<file path="src/rtl/clkctl_pkg.sv">
package clkctl_pkg;
    localparam int CTL_W   = 24;
    localparam int MF_W    = 12;
    localparam int DF_W    = 4;
    localparam int USED_W  = MF_W + DF_W + 2;
    localparam int RSV_W   = CTL_W - USED_W;
    localparam int DIVC_W  = (1 << DF_W) - 1;

    typedef struct packed {
        logic            keep_run;
        logic            xtal_off;
        logic [DF_W-1:0] div_exp;
        logic [MF_W-1:0] mul_fld;
    } ctl_word_t;
endpackage

</file>
<file path="src/rtl/clkctl_regs.sv">
module clkctl_regs
    import clkctl_pkg::*;
#(
    parameter logic [MF_W-1:0] MF_RESET = '0
) (
    input  logic             clk,
    input  logic             rst_n,
    input  logic             wr_en,
    input  logic [CTL_W-1:0] wr_data,
    output ctl_word_t        ctl_o,
    output logic [CTL_W-1:0] rd_data_o,
    output logic             mul_new_o
);
    typedef struct packed {
        ctl_word_t ctl;
    } regs_st_t;

    regs_st_t st_q, st_d;
    logic     mul_new_d;

    always_comb begin
        st_d      = st_q;
        mul_new_d = 1'b0;
        if (wr_en) begin
            st_d.ctl  = ctl_word_t'(wr_data[USED_W-1:0]);
            mul_new_d = (wr_data[MF_W-1:0] != st_q.ctl.mul_fld);
        end
    end

    always_ff @(posedge clk) begin
        if (!rst_n) begin
            st_q.ctl          <= '0;
            st_q.ctl.mul_fld  <= MF_RESET;
        end else begin
            st_q <= st_d;
        end
    end

    assign ctl_o     = st_q.ctl;
    assign rd_data_o = {{RSV_W{1'b0}}, st_q.ctl};
    assign mul_new_o = mul_new_d;

    // an unchanged ratio write leaves the stored ratio as it was
    p_same_ratio_r4: assert property (@(posedge clk) disable iff (!rst_n)
        (wr_en && !mul_new_o) |=> $stable(st_q.ctl.mul_fld));
endmodule

</file>
<file path="src/rtl/clkctl_lock.sv">
module clkctl_lock #(
    parameter int RELOCK_TICKS = 64
) (
    input  logic clk,
    input  logic rst_n,
    input  logic run,
    input  logic restart,
    input  logic ref_tick,
    output logic locked_o
);
    localparam int CNT_W = $clog2(RELOCK_TICKS + 1);
    localparam logic [CNT_W-1:0] LAST = CNT_W'(RELOCK_TICKS - 1);

    typedef struct packed {
        logic [CNT_W-1:0] cnt;
        logic             locked;
    } lock_st_t;

    lock_st_t st_q, st_d;

    always_comb begin
        st_d = st_q;
        if (!run || restart) begin
            st_d.cnt    = '0;
            st_d.locked = 1'b0;
        end else if (ref_tick && !st_q.locked) begin
            if (st_q.cnt == LAST) begin
                st_d.cnt    = '0;
                st_d.locked = 1'b1;
            end else begin
                st_d.cnt = st_q.cnt + 1'b1;
            end
        end
    end

    always_ff @(posedge clk) begin
        if (!rst_n) st_q <= '0;
        else        st_q <= st_d;
    end

    assign locked_o = st_q.locked;

    // a restart always drops lock at the next edge
    p_restart_drop_r3: assert property (@(posedge clk) disable iff (!rst_n)
        restart |=> !locked_o);
    // lock only rises on a counted tick with the source running
    p_rise_on_tick_r3: assert property (@(posedge clk) disable iff (!rst_n)
        $rose(locked_o) |-> $past(ref_tick && run && !restart));
    // counter never passes the final value
    p_cnt_bound_r11: assert property (@(posedge clk) disable iff (!rst_n)
        st_q.cnt <= LAST);
endmodule

</file>
<file path="src/rtl/clkctl_div.sv">
module clkctl_div
    import clkctl_pkg::*;
(
    input  logic            clk,
    input  logic            rst_n,
    input  logic            run,
    input  logic            ref_tick,
    input  logic [DF_W-1:0] exp_req,
    output logic            div_en_o
);
    typedef struct packed {
        logic [DIVC_W-1:0] cnt;
        logic [DF_W-1:0]   act_exp;
    } div_st_t;

    div_st_t           st_q, st_d;
    logic [DIVC_W:0]   pow_q;
    logic [DIVC_W-1:0] lim_q;
    logic              edge_hit;

    always_comb begin
        pow_q    = (DIVC_W + 1)'(1) << st_q.act_exp;
        lim_q    = DIVC_W'(pow_q - 1'b1);
        edge_hit = run && ref_tick && (st_q.cnt == lim_q);
        st_d     = st_q;
        if (!run) begin
            st_d.cnt     = '0;
            st_d.act_exp = exp_req;
        end else if (ref_tick) begin
            if (edge_hit) begin
                st_d.cnt     = '0;
                st_d.act_exp = exp_req;
            end else begin
                st_d.cnt = st_q.cnt + 1'b1;
            end
        end
    end

    always_ff @(posedge clk) begin
        if (!rst_n) st_q <= '0;
        else        st_q <= st_d;
    end

    assign div_en_o = edge_hit;

    // the period counter never runs past the active limit
    p_cnt_in_period_r7: assert property (@(posedge clk) disable iff (!rst_n)
        st_q.cnt <= lim_q);
    // active exponent only moves when the counter sits at period start
    p_exp_at_edge_r7: assert property (@(posedge clk) disable iff (!rst_n)
        !$stable(st_q.act_exp) |-> (st_q.cnt == '0));
    // with a ratio above one, two enables never come back to back
    p_en_gap_r6: assert property (@(posedge clk) disable iff (!rst_n)
        (div_en_o && st_q.act_exp != '0 && exp_req != '0) |=> !div_en_o);
endmodule

</file>
<file path="src/rtl/clkctl_unit.sv">
module clkctl_unit
    import clkctl_pkg::*;
#(
    parameter int              RELOCK_TICKS = 64,
    parameter logic [MF_W-1:0] MF_RESET     = '0
) (
    input  logic             clk,
    input  logic             rst_n,
    input  logic             ref_tick,
    input  logic             wr_en,
    input  logic [CTL_W-1:0] wr_data,
    output logic [CTL_W-1:0] rd_data,
    input  logic             stop_req,
    input  logic             xtal_drv_i,
    output logic             xtal_pin_o,
    output logic [MF_W:0]    mul_ratio_o,
    output logic             lock_o,
    output logic             div_en_o
);
    ctl_word_t ctl;
    logic      mul_new;
    logic      src_run;

    clkctl_regs #(.MF_RESET(MF_RESET)) u_regs (
        .clk       (clk),
        .rst_n     (rst_n),
        .wr_en     (wr_en),
        .wr_data   (wr_data),
        .ctl_o     (ctl),
        .rd_data_o (rd_data),
        .mul_new_o (mul_new)
    );

    assign src_run = !(stop_req && !ctl.keep_run);

    clkctl_lock #(.RELOCK_TICKS(RELOCK_TICKS)) u_lock (
        .clk      (clk),
        .rst_n    (rst_n),
        .run      (src_run),
        .restart  (mul_new),
        .ref_tick (ref_tick),
        .locked_o (lock_o)
    );

    clkctl_div u_div (
        .clk      (clk),
        .rst_n    (rst_n),
        .run      (src_run),
        .ref_tick (ref_tick),
        .exp_req  (ctl.div_exp),
        .div_en_o (div_en_o)
    );

    assign xtal_pin_o  = ctl.xtal_off | xtal_drv_i;
    assign mul_ratio_o = {1'b0, ctl.mul_fld} + (MF_W + 1)'(1);

    // a write that keeps the ratio never costs lock
    p_keep_lock_r5: assert property (@(posedge clk) disable iff (!rst_n)
        (wr_en && wr_data[MF_W-1:0] == ctl.mul_fld && src_run && lock_o) |=> lock_o);
    // stopped source means no lock after the next edge
    p_stop_unlock_r9: assert property (@(posedge clk) disable iff (!rst_n)
        (stop_req && !ctl.keep_run) |=> !lock_o);
    // no divided enable while the source is stopped
    p_stop_no_en_r9: assert property (@(posedge clk) disable iff (!rst_n)
        (stop_req && !ctl.keep_run) |-> !div_en_o);
    // reserved bits of the read port stay zero
    p_rsvd_zero_r2: assert property (@(posedge clk) disable iff (!rst_n)
        rd_data[CTL_W-1:USED_W] == '0);
endmodule

</file>
<file path="config.mk">
export PLATFORM = sky130hd
export DESIGN_NAME = clkctl_unit
export DESIGN_NICKNAME = d
export VERILOG_FILES = /design/src/rtl/clkctl_pkg.sv /design/src/rtl/clkctl_regs.sv /design/src/rtl/clkctl_lock.sv /design/src/rtl/clkctl_div.sv /design/src/rtl/clkctl_unit.sv
export SDC_FILE = /design/constraint.sdc
export NUM_CORES = 1
export LEC_CHECK = 0
export BUFFER_PORTS_ARGS = -buffer_cell sky130_fd_sc_hd__buf_2
export CORE_ASPECT_RATIO = 1.75
export CORE_MARGIN = 3
export CORE_UTILIZATION = 58
export CTS_BUF_LIST = sky130_fd_sc_hd__clkbuf_16
export DETAILED_ROUTE_END_ITERATION = 12
export HOLD_SLACK_MARGIN = 0.12
export PLACE_DENSITY = 0.82
export SYNTH_ARGS = -nofsm -noshare
export SYNTH_HDL_FRONTEND = slang
export SYNTH_SLANG_ARGS = --single-unit
</file>
<file path="constraint.sdc">
create_clock -name clk -period 8 [get_ports clk]
set_input_delay 1.6 -clock clk [delete_from_list [all_inputs] [get_ports clk]]
set_output_delay 1.6 -clock clk [all_outputs]
set_load 0.03 [all_outputs]
</file>
==> impl_metrics.env <==
export IMPL_nets=418
export IMPL_cts_max_level=2
export IMPL_cts_resized_gates=0
export IMPL_yosysSeqAreaShare_pct=31.6
export IMPL_pin_count=70
export IMPL_ys_warnings_count=0
export IMPL_synth_edf_count=0
export IMPL_ys_ff_latch=45
export IMPL_firstDrtPassIters=4
export IMPL_rsz0062_at_grt="no"
export IMPL_netlist_instances=339
export IMPL_drive_above_1_share_pct=19.7
export IMPL_die_x_um=59.0
export IMPL_crit_start="u_div.st_q[3]"
export IMPL_leakage_nw=1.33
export IMPL_synthXorXnorAreaFrac_pct=13.8
export IMPL_synth_distinct_cells=57
export IMPL_finalSetupTns_ps=0
export IMPL_drv_cap=0
export IMPL_syn_area_per_cell_um2=8.40
export IMPL_grt_pass1_vias=2486
export IMPL_num_antenna_cells=0
export IMPL_start_util_pct=60.5
export IMPL_grt_max_degree=29
export IMPL_fin_ws_ps=2770
export IMPL_p_total_w=0.000670
export IMPL_dieArea_um2=5820
export IMPL_fin_crit_ps=5230
export IMPL_overflow=0
export IMPL_slew_headroom_pct=49.2
export IMPL_async_flop_share_pct=0
export IMPL_reg2reg_from="u_div.st_q[3]"
export IMPL_cts_sinks=45
export IMPL_end_kind="output port"
export IMPL_area_growth_syn_to_layout_pct=14.1
export IMPL_ir_drop_mv=0.157
export IMPL_die_h_um=98.7
export IMPL_numCtsBuffers=5
export IMPL_place_ws_ps=3100
export IMPL_synthSimpleGateAreaFrac_pct=26.2
export IMPL_synth_compound_area_share_pct=14.1
export IMPL_critPathKind="reg2out"
export IMPL_synth_area_um2=2850
export IMPL_reg2reg_slack_ps=4670
export IMPL_min_from="u_lock.st_q[7]"
export IMPL_outcome="complete, no violations"
export IMPL_cts_root_buf="clkbuf_16"
export IMPL_worst_setup_path_start_kind="flip-flop"
export IMPL_hold_path_class="reg2reg"
export IMPL_arrival_ps=3630
export IMPL_fin_crit_sh_pct=65.3
export IMPL_cts_tree="yes"
export IMPL_skew_ps=4.36
export IMPL_max_freq_ghz=0.191
export IMPL_portBuffers=57
export IMPL_synth_fa_ha_area_share_pct=1.76
export IMPL_clk_latency_ps=280
export IMPL_via_per_inst=5.90
export IMPL_vias=2578
export IMPL_finalSetupViolCount=0
export IMPL_drc_errors=0
export IMPL_post_drt_wl_per_cell_um=15.0
export IMPL_dp_hpwl_um=4740
export IMPL_finalMaxSlewViolations=0
export IMPL_fillerInstances=394
export IMPL_row_count=33
export IMPL_p_per_area_nw_per_um2=206
export IMPL_holdWs_ps=455
export IMPL_critPathRequiredTime_ps=6400
export IMPL_cts_hold_buf=0
export IMPL_coreArea_um2=4710
export IMPL_gp_congestion=0.799
export IMPL_synth_top_family_by_area="simple AND/OR/NAND/NOR gates"
export IMPL_grt_pass1_wl_um=11100
export IMPL_antenna_found_initial=0
export IMPL_timing_hold_violations_final=0
export IMPL_clk_path_buf_depth=2
export IMPL_worst_pin_slew_ps=762
export IMPL_grtUsageTotal_pct=23.8
export IMPL_drtIter0Drc=111
export IMPL_routed_wirelength_um=6570
export IMPL_ys_flop_type="dfxtp_1"
export IMPL_antenna_left=0
export IMPL_clk_pin_slew_ps=60
export IMPL_synthMuxAreaShare_pct=6.32
export IMPL_cts_setup_buffers=0
export IMPL_critPathMaxFanout=24
-- kinds of logic after synthesis --
group | after synthesis
flops | 45
mux | 18
buf+inv | 33
fa+ha+maj | 4
other cells | 1
compound gates | 50
simple gates | 143
xor+xnor | 45
-- per-layer routing --
| metal | routed length (um) | vias up | global-route usage [%] | part of all wire, % |
|---|---|---|---|---|
| met4 | 221 | 0 | 11.0 | 3.4 |
| li1 | - | 1262 | - | - |
| met5 | 0 | - | 0 | 0 |
| met1 | 2470 | 1207 | 26.5 | 38 |
| met2 | 3550 | 88 | 41.9 | 54 |
| met3 | 331 | 21 | 4.33 | 5.0 |
-- critical path: stages, from the launching register on --
cell,delay [ps]
dfxtp_1,550
or4_1,640
ha_1,360
nor3_1,180
a21oi_1,70
or3b_2,500
a31oi_2,360
nand2_1,210
nor3b_1,230
buf_2,220
-- placed cells by master, fill, tap and decap left out, types with 2 or more instances in the layout --
| cell | n |
|---|---|
| o311ai_1 | 4 |
| o22a_1 | 5 |
| ha_1 | 4 |
| dfxtp_1 | 45 |
| inv_1 | 10 |
| conb_1 | 6 |
| buf_2 | 57 |
| nand2b_1 | 6 |
| nand4_1 | 11 |
| nor3_1 | 7 |
| nor2_1 | 35 |
| o311ai_0 | 2 |
| o32ai_1 | 2 |
| nand2_1 | 25 |
| a21o_1 | 5 |
| nand3_1 | 17 |
| nor2b_1 | 19 |
| and3_1 | 6 |
| mux2i_1 | 18 |
| o21ai_0 | 5 |
| xnor2_1 | 25 |
| a21oi_1 | 10 |
| or2_2 | 3 |
| xor2_1 | 20 |
| o31ai_1 | 2 |
| clkbuf_16 | 5 |
-- Yosys cell counts, types with 2 or more instances --
cell type,number,area share [%]
nand4_1,11,2.4
o22a_1,5,1.5
dfxtp_1,45,32
o31ai_1,2,0.53
nand3_1,17,3.0
nor3_1,7,1.2
mux2i_1,18,6.3
o311ai_0,2,0.61
o311ai_1,4,1.2
nor2_1,35,4.6
or2_2,3,0.66
clkbuf_1,11,1.4
ha_1,4,1.8
and3_1,6,1.3
nand2b_1,6,1.3
nor2b_1,19,4.2
nand2_1,25,3.3
buf_4,7,1.8
buf_6,2,0.79
xor2_1,20,6.1
o32ai_1,2,0.61
a21o_1,5,1.3
xnor2_1,25,7.7
o21ai_0,5,0.88
a21oi_1,10,1.8
buf_2,4,0.70
inv_1,9,1.2
-- area by class of cell --
class | count | area, um^2 | share of cell area, %
Multi-Input combinational cell | 266 | 1800 | 55.3
Clock inverter | 3 | 42.5 | 1.31
Sequential cell | 45 | 901 | 27.7
Tap cell | 52 | 65.1 | 2.00
Timing Repair Buffer | 57 | 285 | 8.78
Clock buffer | 5 | 125 | 3.85
Inverter | 9 | 33.8 | 1.04
-- where the power goes --
group / switching (W) / internal, W
clock: 0.0000853 / 0.000147
sequential: 0.0000226 / 0.000233
combinational: 0.000111 / 0.0000710
total: 0.000219 / 0.000451
-- sequential cells by signal, summed over array words and instances, names as in the netlist --
name and count:
u_regs.ctl_o 18, u_lock.locked_o 1, u_div.st_q 19, u_lock.st_q 7
-- path summary, 6_finish.rpt --
check,to,depth (start not counted)
max,div_en_o,9
min,u_lock.st_q[7],2
max reg2reg,u_div.st_q[1],8
min reg2reg,u_lock.st_q[7],2
-- through the flow --
step | util (%) | std cells | cell area, um^2
floorplan | - | 344 | 2870
global placement | 65.5 | 429 | 3080
detailed placement | 65.5 | 429 | 3080
global route | 69.0 | 437 | 3250
finish | 69.0 | 437 | 3250
CTS | 69.0 | 437 | 3250
Note: power is estimated with default switching activity, not from simulation.
